$ cat src/rtl/mcycle_seq.sv
module mcycle_seq (
  input  logic        clk,
  input  logic        rst_n,
  input  logic [7:0]  din,
  input  logic        hl_load,
  input  logic [15:0] hl_value,
  output logic [15:0] addr,
  output logic [7:0]  dout,
  output logic        dout_en,
  output logic        rd_n,
  output logic        wr_n,
  output logic        io_m,
  output logic [2:0]  cyc_type,
  output logic [2:0]  tstate,
  output logic [7:0]  acc_out,
  output logic [7:0]  b_out,
  output logic [15:0] pc_out
);
  localparam logic [2:0] C_IDLE = 3'd0, C_OF = 3'd1, C_MR = 3'd2,
                         C_MW = 3'd3, C_IR = 3'd4, C_IW = 3'd5;
  localparam logic [7:0] OP_INCM = 8'h34, OP_LDB = 8'h06,
                         OP_STA = 8'h32, OP_IN = 8'hDB;

  logic [2:0]  cyc, t, step;
  logic [7:0]  op, acc, rb, lo, hi, tmp;
  logic [15:0] pc, hl;

  function automatic logic [2:0] plan(input logic [7:0] o, input logic [2:0] s);
    logic [2:0] r;
    r = C_IDLE;
    case (o)
      OP_INCM: if (s == 3'd1) r = C_MR; else if (s == 3'd2) r = C_MW;
      OP_LDB:  if (s == 3'd1) r = C_MR;
      OP_STA:  if (s == 3'd1 || s == 3'd2) r = C_MR; else if (s == 3'd3) r = C_MW;
      OP_IN:   if (s == 3'd1) r = C_MR; else if (s == 3'd2) r = C_IR;
      default: r = C_IDLE;
    endcase
    return r;
  endfunction

  wire       mid    = (t == 3'd2) || (t == 3'd3);
  wire       is_rd  = (cyc == C_OF) || (cyc == C_MR) || (cyc == C_IR);
  wire       is_wr  = (cyc == C_MW) || (cyc == C_IW);
  wire       endcyc = (cyc != C_IDLE) && (t == ((cyc == C_OF) ? 3'd4 : 3'd3));
  wire [2:0] nxt    = plan(op, step + 3'd1);

  assign rd_n     = !(is_rd && mid);
  assign wr_n     = !(is_wr && mid);
  assign dout_en  = is_wr && mid;
  assign io_m     = (cyc == C_IR) || (cyc == C_IW);
  assign cyc_type = cyc;
  assign tstate   = t;
  assign acc_out  = acc;
  assign b_out    = rb;
  assign pc_out   = pc;
  assign dout     = (cyc == C_MW) ? ((op == OP_INCM) ? tmp + 8'd1 : acc) : 8'd0;

  always_comb begin
    case (cyc)
      C_OF:       addr = pc;
      C_MR:       addr = (op == OP_INCM) ? hl : pc;
      C_MW:       addr = (op == OP_INCM) ? hl : {hi, lo};
      C_IR, C_IW: addr = {lo, lo};
      default:    addr = 16'd0;
    endcase
  end

  always_ff @(posedge clk) begin
    if (!rst_n) begin
      cyc <= C_IDLE; t <= 3'd0; step <= 3'd0; op <= 8'd0;
      acc <= 8'd0; rb <= 8'd0; lo <= 8'd0; hi <= 8'd0; tmp <= 8'd0;
      pc <= 16'd0; hl <= 16'd0;
    end else begin
      if (hl_load) hl <= hl_value;
      if (cyc == C_IDLE) begin
        cyc <= C_OF; t <= 3'd1; step <= 3'd0;
      end else if (endcyc) begin
        t <= 3'd1;
        if (nxt == C_IDLE) begin
          cyc <= C_OF; step <= 3'd0;
        end else begin
          cyc <= nxt; step <= step + 3'd1;
        end
      end else begin
        t <= t + 3'd1;
      end
      if (t == 3'd3) begin
        case (cyc)
          C_OF: begin op <= din; pc <= pc + 16'd1; end
          C_MR: begin
            if (op == OP_INCM) tmp <= din;
            else begin
              pc <= pc + 16'd1;
              if (op == OP_LDB) rb <= din;
              if (op == OP_IN || (op == OP_STA && step == 3'd1)) lo <= din;
              if (op == OP_STA && step == 3'd2) hi <= din;
            end
          end
          C_IR: acc <= din;
          default: ;
        endcase
      end
    end
  end
endmodule

$ cat config.mk
export PLATFORM = sky130hd
export DESIGN_NAME = mcycle_seq
export DESIGN_NICKNAME = d
export VERILOG_FILES = /design/src/rtl/mcycle_seq.sv
export SDC_FILE = /design/constraint.sdc
export NUM_CORES = 1
export LEC_CHECK = 0
export ABC_AREA = 1
export BUFFER_PORTS_ARGS = -buffer_cell sky130_fd_sc_hd__buf_2
export CORE_UTILIZATION = 35
export CTS_CLUSTER_SIZE = 20
export DETAILED_ROUTE_END_ITERATION = 7
export GPL_ROUTABILITY_DRIVEN = 0
export HOLD_SLACK_MARGIN = 0.1
export REMOVE_ABC_BUFFERS = 1
export SYNTH_ARGS = -nofsm -noshare
export SYNTH_HDL_FRONTEND = slang
export SYNTH_SLANG_ARGS = --single-unit
$ cat constraint.sdc
create_clock -name clk -period 2.1 [get_ports clk]
set_input_delay 0.105 -clock clk [delete_from_list [all_inputs] [get_ports clk]]
set_output_delay 0.105 -clock clk [all_outputs]
set_load 0.05 [all_outputs]
==> impl_metrics.json <==
{
  "core_area_um2": 12800,
  "hpwlAfterDp_um": 9950,
  "path_clk_slew_ps": 60,
  "endpoint_kind": "output port",
  "path_class": "flop to output port",
  "synth_edf_count": 0,
  "cp_cell_sequence": "nor2_1 > nand2_2 > nor2_4 > buf_12 > buf_4 > buf_4 > o21ai_0 > a21oi_1 > buf_2",
  "final_nets": 839,
  "grt_pass1_vias": 4376,
  "drc_errors": 0,
  "grt_overflow": 0,
  "area_growth_pct": 29.4,
  "synth_area_per_cell_um2": 6.70,
  "cp-start-kind": "flop",
  "powerDensity_nw_per_um2": 628,
  "avgRoutedWirePerCell_um": 14.5,
  "ys_ff_latch": 89,
  "route.vias.total": 4822,
  "status": "finished clean",
  "power.leakage_nw": 2.50,
  "dr.pass1.iters": 5,
  "met2_usage": 0.357,
  "cts-buffers-inserted": 9,
  "netlist_area_um2": 4630,
  "yosysMostFrequentCell": "o21ai_0",
  "required_ps": 2000,
  "multiInputGateArea_um2": 2370,
  "gr-usage-met3": 0.0427,
  "grt_antenna_before_repair": 0,
  "final-seq-area_um2": 1780,
  "track_usage": 0.213,
  "synth_area_leaders": "dfxtp_1 38%, o21ai_0 12%, a21oi_1 11%",
  "n_antenna_cell": 0,
  "startpoint": "op[0]",
  "r2r_start": "tstate[0]",
  "path_common_cell": "buf_4",
  "cts.sinks": 89,
  "period_minus_slack_ps": 2040,
  "postRouteAntennaNets": 0,
  "cts_buffer_depth": 2,
  "dieArea_um2": 13700,
  "cts.htree.levels": 3,
  "worst_pin_slew_ps": 590,
  "async_reset_ff_frac": 0,
  "synth_top_cell_by_area": "dfxtp_1",
  "worst-path-buf-inv": 4,
  "placed_area_um2": 5310,
  "routed_wl_um": 14200,
  "critPathMaxStageDelay_ps": 340,
  "use_met1": 0.270,
  "synth_cells": 691,
  "ir_worst_vdd_uv": 529,
  "fp.dieW_um": 117,
  "drv_cap": 0,
  "slew_headroom": 0.606,
  "start_util": 0.363,
  "slew_violations": 0,
  "grt_max_degree": 61,
  "ctsRootBufferMaster": "clkbuf_16",
  "synth.distinct_cells": 38,
  "grt_pass1_wl_um": 22100,
  "layout-drive-gt1-share": 0.200,
  "busiest_layer": "met2",
  "io_pins": 93,
  "die_h_um": 117,
  "period_share": 0.974,
  "ys_top_cells_by_count": "108 x o21ai_0, 102 x a21oi_1, 98 x nor2_1",
  "crit_arrival_ps": 1940,
  "final_area_um2": 5990,
  "fillerInstances": 1323,
  "numPortBuffers": 92,
  "cp_slowest_cell": "dfxtp_1",
  "ys_warn_count": 0,
  "hold_violations": 0,
  "crit_family": "buffers and inverters",
  "clock_latency_ps": 350,
  "rows": 41,
  "fmax_mhz": 489,
  "viasPerCell": 4.92,
  "synth_top_area_share": 0.385,
  "finalHoldWorstSlack_ps": 120,
  "fin_worst_skew_ps": 8.56,
  "yosysSeqAreaShare": 0.385,
  "holdCritPathClass": "input pin to flop",
  "crit_fanout": 7,
  "tritoncts": "built",
  "ys.flop_type": "dfxtp_1",
  "finalSetupViolations": 0,
  "worstHoldStart": "din[0]",
  "drt_iter0_drc": 204
}
tightest hold or removal path, delay by kind of cell:
kind | cells | cell delay [ps]
buf+inv | 1 | 150
simple gates | 1 | 80
compound gates | 1 | 100
kinds of logic (layout without fill, tap and decap cells):
kind of cell	Yosys count	after routing	share of synthesized area
and+or+nand+nor	239	239	0.227
AOI/OAI and AO/OA	221	221	0.245
buffers and inverters	128	245	0.111
DFF	89	89	0.385
adders and majority gates	8	8	0.0216
xor gates and xnor gates	6	6	0.0113
path summary, 6_finish.rpt:
check | to | slack, ps | cells after the start
min | tmp[0] | 120 | 3
max | dout[6] | 60 | 9
max reg2reg | pc_out[11] | 230 | 11
min reg2reg | b_out[3] | 440 | 2
through the flow:
step,setup TNS (ps),worst slack [ps],utilization,std cells,power [mW]
floorplan,-22850,-1750,-,663,1.93
global placement,0,266,0.415,942,2.04
detailed placement,0,205,0.415,942,2.04
CTS,0,11.0,0.454,973,3.79
global route,-245,-30.4,0.469,980,3.89
finish,0,55.0,0.469,980,3.76
power by group:
part | leakage [nW] | switching, mW | internal, mW | total, mW
combinational | 1.62 | 0.193 | 0.0957 | 0.289
clock | 0.153 | 0.664 | 1.07 | 1.73
sequential | 0.723 | 0.0219 | 1.72 | 1.74
layout make-up:
type,count,area share
clock buffer,12,0.0411
clock inverter,3,0.0109
inverter,100,0.0633
multi-input combinational,474,0.396
sequential,89,0.298
tap,172,0.0359
timing repair buffer,130,0.155
cells in the final DEF, fill, tap and decap left out, types with 7 or more instances in the layout:
cell type / instances
buf_4: 20
dfxtp_1: 87
buf_2: 79
nand3_1: 30
nor3_1: 10
a21oi_1: 101
inv_1: 92
o21ai_0: 108
clkbuf_16: 12
nand2_1: 77
dlygate4sd3_1: 16
nor2_1: 95
ha_1: 7
flip-flops by register name, indices dropped and copies added (netlist names):
signal,cells
tstate,3
b_out,8
hl,16
acc_out,8
cyc_type,3
step,3
pc_out,16
lo,8
op,8
tmp,8
hi,8
metal layers:
metal  vias to the layer above  part of all wire
met2                       150              0.47
met5                         -                 0
li1                       2489                 -
met3                        18             0.056
met4                         0             0.017
met1                      2165              0.45
what timing repair did:
action                                 in CTS  in global routing
endpoints found under the hold margin      16                  0
setup endpoints to repair                   8                 23
resized for setup                           8                 25
hold buffers                               16                  0
pin swaps                                   0                  5
buffers inserted                            0                  2
cloned                                      0                  5
(Power assumes the default switching activity.)
